File: src/rtl/pmev_pkg.sv
package pmev_pkg;
  localparam int CTL_W  = 16;
  localparam int STS_W  = 6;
  localparam int CMD_W  = 8;
  localparam int EVT_N  = 4;

  // register selects
  localparam logic [1:0] SEL_CTL = 2'd0;
  localparam logic [1:0] SEL_STS = 2'd1;
  localparam logic [1:0] SEL_EN  = 2'd2;
  localparam logic [1:0] SEL_CMD = 2'd3;

  // status / enable bit positions
  localparam int ST_LID   = 0;
  localparam int ST_THRM  = 1;
  localparam int ST_PBTN  = 2;
  localparam int ST_BATL  = 3;
  localparam int ST_SWSMI = 4;
  localparam int ST_GBL   = 5;

  // control bit positions
  localparam int CB_SMI_EN   = 0;
  localparam int CB_RELEASE  = 1;
  localparam int CB_PB_LEVEL = 2;
  localparam int CB_LOCK     = 4;
  localparam int CB_BL_NORES = 5;
  localparam int CB_THRM_FAL = 6;
  localparam int CB_LID_FAL  = 7;
  localparam int CB_IN_SMI   = 8;
  localparam int CB_PRI_OFF  = 10;
  localparam int CB_SEC_OFF  = 11;

  localparam logic [CTL_W-1:0] CTL_RW_MASK = 16'h0CF5;
  localparam logic [CTL_W-1:0] CTL_RST     = 16'h0010;
  localparam logic [STS_W-1:0] SMI_SRC     = 6'b010111;
  localparam logic [STS_W-1:0] SCI_SRC     = 6'b101000;

  function automatic logic edge_hit(input logic prev, input logic cur, input logic fall_sel);
    return fall_sel ? (prev & ~cur) : (~prev & cur);
  endfunction

  function automatic logic button_hit(input logic prev, input logic cur, input logic level_sel);
    return level_sel ? ~cur : (~prev & cur);
  endfunction

  function automatic logic [CTL_W-1:0] ctl_merge(input logic [CTL_W-1:0] old_v,
                                                 input logic [CTL_W-1:0] wr_v);
    return (old_v & ~CTL_RW_MASK) | (wr_v & CTL_RW_MASK);
  endfunction

  function automatic logic [STS_W-1:0] w1c_apply(input logic [STS_W-1:0] cur,
                                                 input logic [STS_W-1:0] clr,
                                                 input logic [STS_W-1:0] set);
    return (cur & ~clr) | set;
  endfunction
endpackage

File: src/rtl/pmev_sync.sv
module pmev_sync #(
  parameter int   STAGES  = 2,
  parameter logic RST_VAL = 1'b0
) (
  input  logic clk,
  input  logic rst_n,
  input  logic d,
  output logic q
);
  logic [STAGES-1:0] chain;

  always_ff @(posedge clk or negedge rst_n) begin
    if (!rst_n) chain <= {STAGES{RST_VAL}};
    else        chain <= {chain[STAGES-2:0], d};
  end

  assign q = chain[STAGES-1];
endmodule

File: src/rtl/pmev_detect.sv
module pmev_detect
  import pmev_pkg::*;
#(
  parameter logic [EVT_N-1:0] IDLE = 4'b0100
) (
  input  logic             clk,
  input  logic             rst_n,
  input  logic [EVT_N-1:0] lvl,
  input  logic             lid_fall,
  input  logic             thrm_fall,
  input  logic             pb_level,
  output logic [EVT_N-1:0] hit
);
  logic [EVT_N-1:0] prev;

  always_ff @(posedge clk or negedge rst_n) begin
    if (!rst_n) prev <= IDLE;
    else        prev <= lvl;
  end

  always_comb begin
    hit[ST_LID]  = edge_hit(prev[ST_LID], lvl[ST_LID], lid_fall);
    hit[ST_THRM] = edge_hit(prev[ST_THRM], lvl[ST_THRM], thrm_fall);
    hit[ST_PBTN] = button_hit(prev[ST_PBTN], lvl[ST_PBTN], pb_level);
    hit[ST_BATL] = edge_hit(prev[ST_BATL], lvl[ST_BATL], 1'b0);
  end
endmodule

File: src/rtl/pmev_smi_gate.sv
module pmev_smi_gate (
  input  logic clk,
  input  logic rst_n,
  input  logic req,
  input  logic lock,
  input  logic ack,
  output logic smi_q,
  output logic in_smi,
  output logic fire
);
  logic smi_nxt;

  always_comb begin
    smi_nxt = req & (smi_q | ~(lock & in_smi));
    fire    = smi_nxt & ~smi_q;
  end

  always_ff @(posedge clk or negedge rst_n) begin
    if (!rst_n) begin
      smi_q  <= 1'b0;
      in_smi <= 1'b0;
    end else begin
      smi_q <= smi_nxt;
      if (fire)     in_smi <= 1'b1;
      else if (ack) in_smi <= 1'b0;
    end
  end
endmodule

File: src/rtl/pm_event_ctl.sv
module pm_event_ctl
  import pmev_pkg::*;
#(
  parameter int SYNC_STAGES = 2
) (
  input  logic              clk,
  input  logic              rst_n,
  input  logic              bus_wr,
  input  logic [1:0]        bus_addr,
  input  logic [CTL_W-1:0]  bus_wdata,
  output logic [CTL_W-1:0]  bus_rdata,
  input  logic              lid_in,
  input  logic              thrm_in,
  input  logic              pwr_btn_n,
  input  logic              batt_low,
  output logic              smi_out,
  output logic              sci_out,
  output logic              resume_req,
  output logic              drv_pri_off,
  output logic              drv_sec_off
);
  localparam logic [EVT_N-1:0] PIN_IDLE = 4'b0100;

  logic [CTL_W-1:0] ctl_q;
  logic [STS_W-1:0] sts_q, en_q;
  logic [CMD_W-1:0] cmd_q;
  logic             release_q, sci_q, resume_q;

  // named internal events
  logic             wr_ctl, wr_sts, wr_en, wr_cmd;
  logic [EVT_N-1:0] pins, lvl, evt_hit;
  logic             gbl_set, gbl_clr, smi_ack, smi_req, sci_req;
  logic             in_smi, smi_fire;
  logic [STS_W-1:0] sts_set;

  assign wr_ctl = bus_wr && (bus_addr == SEL_CTL);
  assign wr_sts = bus_wr && (bus_addr == SEL_STS);
  assign wr_en  = bus_wr && (bus_addr == SEL_EN);
  assign wr_cmd = bus_wr && (bus_addr == SEL_CMD);

  assign pins = {batt_low, pwr_btn_n, thrm_in, lid_in};

  for (genvar gi = 0; gi < EVT_N; gi++) begin : g_sync
    pmev_sync #(.STAGES(SYNC_STAGES), .RST_VAL(PIN_IDLE[gi])) u_sync (
      .clk(clk), .rst_n(rst_n), .d(pins[gi]), .q(lvl[gi])
    );
  end

  pmev_detect #(.IDLE(PIN_IDLE)) u_detect (
    .clk(clk), .rst_n(rst_n), .lvl(lvl),
    .lid_fall(ctl_q[CB_LID_FAL]), .thrm_fall(ctl_q[CB_THRM_FAL]),
    .pb_level(ctl_q[CB_PB_LEVEL]), .hit(evt_hit)
  );

  assign gbl_set = wr_ctl && bus_wdata[CB_RELEASE];
  assign gbl_clr = wr_sts && bus_wdata[ST_GBL];
  assign smi_ack = wr_ctl && bus_wdata[CB_IN_SMI];
  assign sts_set = {gbl_set, wr_cmd, evt_hit};

  assign smi_req = ctl_q[CB_SMI_EN] && |(sts_q & en_q & SMI_SRC);
  assign sci_req = |(sts_q & en_q & SCI_SRC);

  pmev_smi_gate u_gate (
    .clk(clk), .rst_n(rst_n), .req(smi_req), .lock(ctl_q[CB_LOCK]),
    .ack(smi_ack), .smi_q(smi_out), .in_smi(in_smi), .fire(smi_fire)
  );

  always_ff @(posedge clk or negedge rst_n) begin
    if (!rst_n) begin
      ctl_q     <= CTL_RST;
      sts_q     <= '0;
      en_q      <= '0;
      cmd_q     <= '0;
      release_q <= 1'b0;
      sci_q     <= 1'b0;
      resume_q  <= 1'b0;
    end else begin
      if (wr_ctl) ctl_q <= ctl_merge(ctl_q, bus_wdata);
      if (wr_en)  en_q  <= bus_wdata[STS_W-1:0];
      if (wr_cmd) cmd_q <= bus_wdata[CMD_W-1:0];
      sts_q <= w1c_apply(sts_q, wr_sts ? bus_wdata[STS_W-1:0] : '0, sts_set);
      if (gbl_set)      release_q <= 1'b1;
      else if (gbl_clr) release_q <= 1'b0;
      sci_q    <= sci_req;
      resume_q <= lvl[ST_BATL] && !ctl_q[CB_BL_NORES];
    end
  end

  always_comb begin
    unique case (bus_addr)
      SEL_CTL: bus_rdata = ctl_q | ({{(CTL_W-1){1'b0}}, in_smi} << CB_IN_SMI)
                                 | ({{(CTL_W-1){1'b0}}, release_q} << CB_RELEASE);
      SEL_STS: bus_rdata = {{(CTL_W-STS_W){1'b0}}, sts_q};
      SEL_EN:  bus_rdata = {{(CTL_W-STS_W){1'b0}}, en_q};
      default: bus_rdata = {{(CTL_W-CMD_W){1'b0}}, cmd_q};
    endcase
  end

  assign sci_out     = sci_q;
  assign resume_req  = resume_q;
  assign drv_pri_off = ctl_q[CB_PRI_OFF];
  assign drv_sec_off = ctl_q[CB_SEC_OFF];
endmodule

File: config.mk
export PLATFORM = sky130hd
export DESIGN_NAME = pm_event_ctl
export DESIGN_NICKNAME = d
export VERILOG_FILES = /design/src/rtl/pmev_pkg.sv /design/src/rtl/pmev_sync.sv /design/src/rtl/pmev_detect.sv /design/src/rtl/pmev_smi_gate.sv /design/src/rtl/pm_event_ctl.sv
export SDC_FILE = /design/constraint.sdc
export NUM_CORES = 1
export LEC_CHECK = 0
export ABC_AREA = 0
export ABC_CLOCK_PERIOD_IN_PS = 950
export BUFFER_PORTS_ARGS = -buffer_cell sky130_fd_sc_hd__clkbuf_2
export CAP_MARGIN = 20
export CORE_MARGIN = 1.5
export CORE_UTILIZATION = 47
export CTS_CLUSTER_DIAMETER = 100
export CTS_CLUSTER_SIZE = 12
export DETAILED_ROUTE_END_ITERATION = 8
export HOLD_SLACK_MARGIN = 0.05
export PLACE_DENSITY = 0.8
export SYNTH_ARGS = -nofsm -noshare
export SYNTH_HDL_FRONTEND = slang
export SYNTH_SLANG_ARGS = --single-unit
File: constraint.sdc
create_clock -name clk -period 0.95 [get_ports clk]
set_input_delay 0 -clock clk [delete_from_list [all_inputs] [get_ports clk]]
set_output_delay 0 -clock clk [all_outputs]
set_load 0.02 [all_outputs]
==> reports/qor.yml, run 1 <==
run_status:
  run_status: "complete, but fails checks"
  failed_checks: "negative setup slack"
clock_network:
  clk_latency_ps: 290
  tritoncts: "done"
  cts-root-buf: "clkbuf_8"
  clkSlewWorstSetupHoldPaths_ps: 80
  cts-root-to-sink-buffers: 2
  clkSinkCount: 45
  cts_htree_levels: 2
  cts_buffers: 5
drt:
  drt_wl_total_um: 4460
  vias: 1368
  dr_pass1_iterations: 4
  routed_wire_length_per_instance_um: 16.7
  route.detailed.drc: 0
  drt-vias-per-instance: 5.12
  antenna_violating_nets_post_route: 0
  initialDrtViolationCount: 88
final_layout:
  stdcell_count: 267
  area.growth.synth_to_final_pct: 50.1
  final_layout_size_suffix_gt1_frac: 0.566
  final_core_utilization: 0.750
  final_net_count: 243
  n_antenna_cell: 0
  n_fill_cell: 253
sta:
  hold_violations: 0
  maxClockFrequency_mhz: 740
  finalWorstSetupSlack_ps: -401
  holdWs_ps: 152
  min_period_over_period: 1.42
  finalClockSkew_ps: 5.07
  rsz0062_at_grt: "true"
  totalNegativeSetupSlack_ps: -2940
  finalSetupViolations: 16
  slew_violations: 0
  min_period_ps: 1350
hold_path:
  path_type_of_the_worst_min_delay_path: "in -> reg"
  worst_hold_path.endpoint: "sts_q[4]$_DFF_PN0_"
  hold_depth: 3
  min-delay-start: "bus_wr"
yosys:
  mean_post_synth_cell_area_um2: 14.5
  syn_inst: 129
  dominant_combinational_cell_family_by_area_after_synthesis: "multiplexers"
  post_synth_xor_area_fraction: 0
  yosys.area_share.adder: 0
  post_synth_instance_area_um2: 1870
  synth.lib_cells_used.distinct: 25
  yosys_warnings: 0
  synthMuxAreaShare: 0.205
  compound_gate_fraction_of_synth_area: 0.0729
  synth.ff_latch_count: 45
  synth.yosys.seq_area_share: 0.604
  synth-simple-area-share: 0.0762
floorplan:
  die_area_um2: 4370
  design.core.area_um2: 3740
  floorplan.initialDensity: 0.500
  chipWidth_um: 66.1
  placementRows: 22
  chipHeight_um: 66.1
  top_level_ports: 46
global_route:
  grt_pass1_wl_um: 6930
  global_route.usage.met1: 0.240
  grt_util_met2: 0.391
  top_usage_layer: "met2"
  initial_antenna_violation_count: 0
  first_global_vias: 1531
  maximum_number_of_pins_on_one_net_before_global_route_repair: 46
  use_met3: 0.0698
  overflow: 0
  track_usage: 0.218
pwr:
  power.share.clock: 0.293
  leakagePower_nw: 1.31
  comb_power_frac: 0.286
  ir_drop_uv: 1400
  totalPowerFinal_mw: 5.72
  powerDensity_nw_per_um2: 2040
  pwr-share-seq: 0.421
  p_int_mw: 4.23
  p_sw_frac: 0.260
  switching_power_mw: 1.49
placed_design:
  dp.final_hpwl_um: 2740
  io_port_bufs: 35
  numPlacedInstances: 230
  gp_routability_congestion: 0.815
setup_path:
  r2r.worst_path.cells: 4
  cp.required_ps: 950
  critPathArrivalTime_ps: 1350
  reg2reg_to: "u_gate.in_smi$_DFFE_PN0P_"
  critical_path_class: "reg -> out"
  kind_of_capture_point_of_the_worst_setup_path: "output pin"
  timing.reg2reg.setup_slack_ps: -240
  setup_crit_start_kind: "flop"
  reg2reg_from: "sts_q[2]$_DFF_PN0_"
  critical_path.max_fanout: 2
flow_run:
  maxCapViolCount: 0
-- worst max-delay path by stage --
stage / startpoint / cells after the start / end / slack, ps
final: cmd_q[0]$_DFFE_PN0P_ / 2 / bus_rdata[0] / -400
after global routing: cmd_q[0]$_DFFE_PN0P_ / 2 / bus_rdata[0] / -440
after CTS: cmd_q[4]$_DFFE_PN0P_ / 2 / bus_rdata[4] / -390
after detailed placement: sts_q[2]$_DFF_PN0_ / 3 / u_gate.in_smi$_DFFE_PN0P_ / -120
after global placement: sts_q[2]$_DFF_PN0_ / 3 / u_gate.in_smi$_DFFE_PN0P_ / -110
after floorplan: sts_q[2]$_DFF_PN0_ / 3 / u_gate.in_smi$_DFFE_PN0P_ / -30
-- logic make-up (layout without fill, tap and decap cells) --
logic type,after synthesis,count (layout)
other,1,5
AND/OR/NAND/NOR,28,28
flip-flops,45,45
multiplexers,28,28
buffers and inverters,10,96
AO/OA/AOI/OAI,17,17
-- state kept, by name, summed over array words and instances, names as in the netlist --
signal	count
cmd_q	8
ctl_q	8
g_sync.u_sync.chain	8
en_q	6
sts_q	6
u_detect.prev	4
release_q	1
resume_req	1
sci_out	1
u_gate.in_smi	1
u_gate.smi_q	1
-- cell usage after synthesis --
master | instances | area [um2]
nand3b_1 | 1 | 7.51
mux4_1 | 3 | 78.8
conb_1 | 1 | 3.75
nand2_2 | 1 | 6.26
nor2_1 | 4 | 15.0
dfstp_2 | 4 | 105
and3b_1 | 1 | 8.76
nand3_1 | 1 | 5.00
a21oi_1 | 2 | 10.0
inv_1 | 1 | 3.75
buf_4 | 8 | 60.1
mux4_2 | 2 | 45.0
nor3b_1 | 1 | 7.51
a22o_1 | 7 | 61.3
a221o_1 | 3 | 30.0
and2_2 | 1 | 7.51
mux2_2 | 23 | 259
a22oi_1 | 2 | 15.0
dfrtp_1 | 41 | 1030
buf_6 | 1 | 11.3
o21ai_0 | 2 | 10.0
nand2_1 | 11 | 41.3
nor2b_1 | 3 | 18.8
a32o_1 | 1 | 10.0
and2_1 | 4 | 25.0
-- routing by layer --
metal,up-vias,wire [um]
met4,0,75
met1,688,1770
met3,9,179
li1,629,-
met5,-,0
met2,42,2430
-- worst max-delay path: stages (launching register included) --
cell and delay [ps]:
dfrtp_1 390, mux4_2 510, buf_8 150
-- cell type report --
cell class / count / area [um2] / area share
Multi-Input combinational cell: 78 / 723 / 0.257
Clock inverter: 3 / 65.1 / 0.0232
Sequential cell: 45 / 1130 / 0.403
Clock buffer: 5 / 68.8 / 0.0245
Inverter: 1 / 3.75 / 0.00134
Timing Repair Buffer: 87 / 757 / 0.269
Tap cell: 48 / 60.1 / 0.0214
-- stage by stage --
step,setup WS [ps],cell area (um2)
6_report,-401,2810
5_1_grt,-437,2810
4_1_cts,-394,2750
3_5_place_dp,-125,2250
3_3_place_gp,-106,2250
2_1_floorplan,-33.8,1890
-- power by group through the flow --
stage               clock, mW  sequential, mW  combinational, mW
floorplan                   0            2.47              0.620
global placement            0            2.43               1.07
detailed placement          0            2.46               1.11
CTS                      1.70            2.40               1.51
global route             1.81            2.44               1.74
finish                   1.68            2.41               1.64
-- what timing repair did --
| item | 4_1_cts | 5_1_grt |
|---|---|---|
| resized for setup | 32 | 26 |
| endpoints found under the setup margin | 14 | 19 |
| hold buffers | 16 | 0 |
| pin swaps | 5 | 5 |
| buffers inserted | 12 | 4 |
| cloned | 0 | 0 |
| hold endpoints to repair | 76 | 0 |
-- layout by cell type, fill, tap and decap left out, types with 2 or more instances in the layout --
cell type / Yosys / routed
nor2_1: 4 / 2
conb_1: 1 / 5
mux4_2: 2 / 5
dfrtp_1: 41 / 41
a22o_1: 7 / 7
dfstp_2: 4 / 4
nor2_2: 0 / 2
a21oi_1: 2 / 2
nand2_4: 0 / 2
and2_4: 0 / 3
o21ai_1: 0 / 2
nor2b_1: 3 / 2
clkbuf_8: 0 / 6
buf_8: 0 / 7
buf_6: 1 / 10
nand2_1: 11 / 9
a22oi_2: 0 / 2
a221o_1: 3 / 3
mux2_4: 0 / 2
buf_12: 0 / 2
mux2_2: 23 / 21
bufinv_16: 0 / 2
buf_4: 8 / 28
clkbuf_2: 0 / 23
dlygate4sd3_1: 0 / 16
No activity file was read; power rests on OpenSTA's default activity.
==> run 2: changes to the inputs <==
--- a/config.mk
+++ b/config.mk
@@ -9,8 +9,10 @@
 export ABC_CLOCK_PERIOD_IN_PS = 950
 export BUFFER_PORTS_ARGS = -buffer_cell sky130_fd_sc_hd__clkbuf_2
 export CAP_MARGIN = 20
-export CORE_MARGIN = 1.5
-export CORE_UTILIZATION = 47
+export CELL_PAD_IN_SITES_DETAIL_PLACEMENT = 0
+export CELL_PAD_IN_SITES_GLOBAL_PLACEMENT = 1
+export CORE_MARGIN = 5
+export CORE_UTILIZATION = 38
 export CTS_CLUSTER_DIAMETER = 100
 export CTS_CLUSTER_SIZE = 12
 export DETAILED_ROUTE_END_ITERATION = 8
==> run 2 against run 1 <==
Compared with the run above:
- the flow still finishes with violations (negative setup slack)
- critical path depth unchanged
- maximum frequency up 1.5%
- worst setup slack gained 20 ps
- clock power barely moved
- first-iteration DRC count down 38%
- cell area fell by 0.27%
- total power decreased by 0.72%
- non-clock buffer count shrank 1
- highest routed layer unchanged
==> reports/qor.yml, run 2 (synthesized netlist as in run 1, its figures left out) <==
run_status:
  run_status: "complete, but fails checks"
  failed_checks: "negative setup slack"
pwr:
  p_sw_frac: 0.259
  ir_drop_uv: 1060
  switching_power_mw: 1.47
  power.share.clock: 0.297
  powerDensity_nw_per_um2: 2030
  p_int_mw: 4.21
  comb_power_frac: 0.279
  leakagePower_nw: 1.30
  pwr-share-seq: 0.424
setup_path:
  critPathArrivalTime_ps: 1330
  critical_path.max_fanout: 2
  kind_of_capture_point_of_the_worst_setup_path: "output pin"
  critical_path_class: "reg -> out"
  cp.required_ps: 950
  setup_crit_start_kind: "flop"
floorplan:
  top_level_ports: 46
  design.core.area_um2: 4750
  die_area_um2: 6430
  chipHeight_um: 80.2
  placementRows: 25
  chipWidth_um: 80.2
  floorplan.initialDensity: 0.394
clock_network:
  tritoncts: "done"
  cts_buffers: 5
  clkSinkCount: 45
  cts-root-buf: "clkbuf_8"
  clk_latency_ps: 300
  cts_htree_levels: 2
  clkSlewWorstSetupHoldPaths_ps: 90
  cts-root-to-sink-buffers: 2
final_layout:
  n_antenna_cell: 0
  final_cell_mix: "dfrtp_1, buf_4, clkbuf_2, mux2_2, dlygate4sd3_1"
  area.growth.synth_to_final_pct: 49.7
  stdcell_count: 285
  n_fill_cell: 407
  final_net_count: 242
  most_common_library_cell_in_the_layout_ignoring_fill_and_taps: "dfrtp_1"
  total_area_of_multi_input_combinational_cells_um2: 706
  final_layout_size_suffix_gt1_frac: 0.555
  seq_area_um2: 1130
  final_core_utilization: 0.589
  biggestRegsByFlops: "cmd_q: 8 flops, ctl_q: 8 flops, g_sync.u_sync.chain: 8 flops"
placed_design:
  io_port_bufs: 35
  dp.final_hpwl_um: 2950
  numPlacedInstances: 250
  gp_routability_congestion: 0.826
drt:
  route.detailed.drc: 0
  drt-vias-per-instance: 4.91
  routed_wire_length_per_instance_um: 14.8
  vias: 1399
  dr_pass1_iterations: 4
  antenna_violating_nets_post_route: 0
  drt_wl_total_um: 4210
  initialDrtViolationCount: 55
sta:
  holdWs_ps: 51.8
  hold_violations: 0
  min_period_ps: 1330
  totalNegativeSetupSlack_ps: -3050
  maxClockFrequency_mhz: 751
  min_period_over_period: 1.40
  rsz0062_at_grt: "true"
  finalWorstSetupSlack_ps: -382
  finalSetupViolations: 15
  slew_violations: 0
  finalClockSkew_ps: 8.66
flow_run:
  maxCapViolCount: 0
global_route:
  first_global_vias: 1443
  grt_pass1_wl_um: 6810
  initial_antenna_violation_count: 0
  overflow: 0
  track_usage: 0.140
  maximum_number_of_pins_on_one_net_before_global_route_repair: 46
hold_path:
  path_type_of_the_worst_min_delay_path: "in -> reg"
-- run 2: worst paths after layout --
check / from / to / slack [ps] / cells past startpoint
setup / recovery: en_q[2]$_DFFE_PN0P_ / bus_rdata[2] / -380 / 2
hold / removal: bus_wdata[8] / u_gate.in_smi$_DFFE_PN0P_ / 50 / 3
setup reg to reg: sts_q[0]$_DFF_PN0_ / u_gate.in_smi$_DFFE_PN0P_ / -270 / 5
hold reg to reg: g_sync[1].u_sync.chain[0]$_DFF_PN0_ / g_sync[1].u_sync.chain[1]$_DFF_PN0_ / 350 / 0
max in group asynchronous: rst_n / ctl_q[4]$_DFFE_PN1N_ / 460 / 3
min in group asynchronous: rst_n / resume_req$_DFF_PN0_ / 220 / 3
-- run 2: through the flow --
stage / instance area, um2 / total power [mW] / setup WS, ps
2_1_floorplan: 1890 / 3.09 / -33.8
3_3_place_gp: 2280 / 3.53 / -91.1
3_5_place_dp: 2280 / 3.59 / -125
4_1_cts: 2730 / 5.57 / -391
5_1_grt: 2800 / 5.92 / -429
6_report: 2800 / 5.68 / -382
-- run 2: worst max-delay path, stage by stage (launching register included) --
cell and delay (ps):
dfrtp_1 400, mux4_2 490, buf_8 150
-- run 2: final cells by class --
class,count,share of cell area
flip-flops and latches,45,0.404
repair buffers,86,0.265
multi-input cells,78,0.252
well taps,67,0.0299
clock buffers,5,0.0246
clock inverters,3,0.0232
inverters,1,0.00134
-- run 2: what timing repair did --
action                                  4_1_cts  5_1_grt
hold buffers                                 15        0
hold endpoints to repair                     77        0
buffers inserted                             11        3
pin swaps                                     1        4
endpoints found under the setup margin       15       18
gates resized for setup                      22       30
-- run 2: metal layers --
| metal | up-vias | track usage | share of wire |
|---|---|---|---|
| li1 | 630 | - | - |
| met1 | 720 | 0.166 | 0.40 |
| met2 | 43 | 0.246 | 0.53 |
| met3 | 6 | 0.0404 | 0.058 |
| met4 | 0 | 0.0389 | 0.0093 |
| met5 | - | 0 | 0 |
-- run 2: power by group through the flow --
stage	logic (mW)	registers, mW	clock network (mW)
2_1_floorplan	0.620	2.47	0
3_3_place_gp	1.09	2.44	0
3_5_place_dp	1.12	2.46	0
4_1_cts	1.46	2.40	1.71
5_1_grt	1.70	2.44	1.78
6_report	1.58	2.41	1.69
==> run 3: changes to the inputs <==
==> constraint.sdc (replaced) <==
create_clock -name clk -period 0.95 [get_ports clk]
set_input_delay 0.2375 -clock clk [delete_from_list [all_inputs] [get_ports clk]]
set_output_delay 0.2375 -clock clk [all_outputs]
set_load 0.02 [all_outputs]
==> run 3 against run 2 <==
Compared with the run above:
- the run still ends with negative setup slack left
- flip-flop and latch count unchanged
- worst setup slack worse by 250 ps
- hold slack better by 120 ps
- combinational power up 16%
- clock skew down 4.5 ps
- global-route usage grew 1.5 points
- register-to-register slack better by 60 ps
- sequential power barely moved
- count of clock-buffer cells in the layout up 2
- cell area up 3.2%
- via count decreased by 1.9%
==> reports/qor.yml, run 3 (synthesized netlist as in run 1, its figures left out) <==
placed_design:
  dpl_cell_area_um2: 2380
  dp.final_hpwl_um: 3000
  io_port_bufs: 35
  gp_routability_congestion: 0.837
clock_network:
  cts-root-to-sink-buffers: 2
  clkSinkCount: 45
  cts_buffers: 5
  clkSlewWorstSetupHoldPaths_ps: 80
  tritoncts: "done"
  cts_htree_levels: 2
  clk_latency_ps: 300
  cts-root-buf: "clkbuf_8"
flow_run:
  maxCapViolCount: 0
sta:
  min_period_ps: 1580
  holdWs_ps: 170
  finalClockSkew_ps: 4.14
  finalWorstSetupSlack_ps: -628
  maxClockFrequency_mhz: 634
  hold_violations: 0
  finalSetupViolations: 39
  min_period_over_period: 1.66
  slew_violations: 0
  rsz0062_at_grt: "true"
hold_path:
  path_type_of_the_worst_min_delay_path: "in -> reg"
drt:
  vias: 1373
  top_layer: "met4"
  drt_wl_total_um: 4640
  wire_length_on_met3_um: 241
  drt-vias-per-instance: 4.85
  detailroute.wirelength.met2_um: 2420
  antenna_violating_nets_post_route: 0
  detail_route.wirelength.met1_um: 1870
  initialDrtViolationCount: 95
  routed_wire_length_per_instance_um: 16.4
  route.detailed.drc: 0
  dr_pass1_iterations: 4
final_layout:
  most_common_library_cell_in_the_layout_ignoring_fill_and_taps: "dfrtp_1"
  finish.instance_area_um2: 2890
  final_layout_size_suffix_gt1_frac: 0.630
  biggestRegsByFlops: "cmd_q: 8 flops, ctl_q: 8 flops, g_sync.u_sync.chain: 8 flops"
  n_antenna_cell: 0
  final_net_count: 240
  area.growth.synth_to_final_pct: 54.4
  final_cell_mix: "dfrtp_1, buf_4, buf_6, clkbuf_2, mux2_2"
  final_core_utilization: 0.608
setup_path:
  reg2reg_from: "en_q[2]$_DFFE_PN0P_"
  kind_of_capture_point_of_the_worst_setup_path: "output pin"
  critPathArrivalTime_ps: 1340
  critical_path_class: "reg -> out"
  crit_path_end: "bus_rdata[5]"
  timing.reg2reg.setup_slack_ps: -210
  critPathMaxStageDelay_ps: 500
  cp.required_ps: 710
  critical_path.max_fanout: 2
  setup.worst_path.start: "cmd_q[5]$_DFFE_PN0P_"
  critical_path.cell_chain: "mux4_2 -> buf_8"
  setup_crit_start_kind: "flop"
  cpMaxStageDelayCell: "mux4_2"
  reg2reg_to: "u_gate.in_smi$_DFFE_PN0P_"
  r2r.worst_path.cells: 4
global_route:
  initial_antenna_violation_count: 0
  grt_pass1_wl_um: 7380
  maximum_number_of_pins_on_one_net_before_global_route_repair: 46
  track_usage: 0.155
  overflow: 0
  first_global_vias: 1464
pwr:
  powerDensity_nw_per_um2: 1920
  leakagePower_nw: 1.36
  ir_drop_uv: 819
floorplan:
  die_area_um2: 6430
  chipWidth_um: 80.2
  chipHeight_um: 80.2
  top_level_ports: 46
  placementRows: 25
  floorplan.initialDensity: 0.394
  design.core.area_um2: 4750
run_status:
  failed_checks: "negative setup slack"
  run_status: "complete, but fails checks"
-- run 3: worst min path at each step --
stage / startpoint / end / slack (ps) / depth (start not counted)
after floorplan: rst_n / cmd_q[0]$_DFFE_PN0P_ / -60 / 0
after global placement: rst_n / g_sync[3].u_sync.chain[0]$_DFF_PN0_ / 230 / 2
after detailed placement: rst_n / g_sync[3].u_sync.chain[0]$_DFF_PN0_ / 240 / 2
after CTS: bus_wdata[10] / ctl_q[10]$_DFFE_PN0N_ / 160 / 2
after global routing: bus_wdata[10] / ctl_q[10]$_DFFE_PN0N_ / 160 / 2
final: bus_wdata[10] / ctl_q[10]$_DFFE_PN0N_ / 170 / 2
-- run 3: through the flow --
step | total power [mW] | worst slack [ps] | setup TNS [ps] | std cells
2_1_floorplan | 3.15 | -184 | -5250 | 133
4_1_cts | 5.33 | -640 | -6690 | 278
5_1_grt | 5.84 | -668 | -9020 | 283
3_5_place_dp | 3.74 | -525 | -17950 | 259
3_3_place_gp | 3.68 | -494 | -17350 | 259
6_report | 5.54 | -628 | -8080 | 283
-- run 3: where the power goes --
group / internal (mW) / total [mW] / switching, mW
Sequential: 2.23 / 2.41 / 0.186
Clock: 0.657 / 1.29 / 0.632
Combinational: 1.13 / 1.83 / 0.704
-- run 3: cell type report --
| cell class | instances | area (um2) |
|---|---|---|
| Tap cell | 67 | 83.8 |
| Inverter | 1 | 3.75 |
| Timing Repair Buffer | 83 | 781 |
| Clock inverter | 1 | 5.00 |
| Sequential cell | 45 | 1130 |
| Clock buffer | 7 | 96.3 |
| Multi-Input combinational cell | 79 | 790 |
| Fill cell | 366 | 1860 |
-- run 3: critical path: cells and delay by family, from the launching register on --
kind | cells | cell delay [ps]
buf+inv | 1 | 150
flops | 1 | 390
mux | 1 | 500
-- run 3: what timing repair did --
item	4_1_cts	5_1_grt
buffers inserted	6	7
pin swaps	9	5
hold buffers	5	0
endpoints found under the hold margin	45	0
endpoints found under the setup margin	47	32
gates cloned	1	0
gates resized for setup	43	39
-- run 3: layer usage --
metal | vias up | GRT usage
li1 | 624 | -
met1 | 702 | 0.181
met2 | 40 | 0.252
met3 | 7 | 0.0471
met4 | 0 | 0.0828
met5 | - | 0
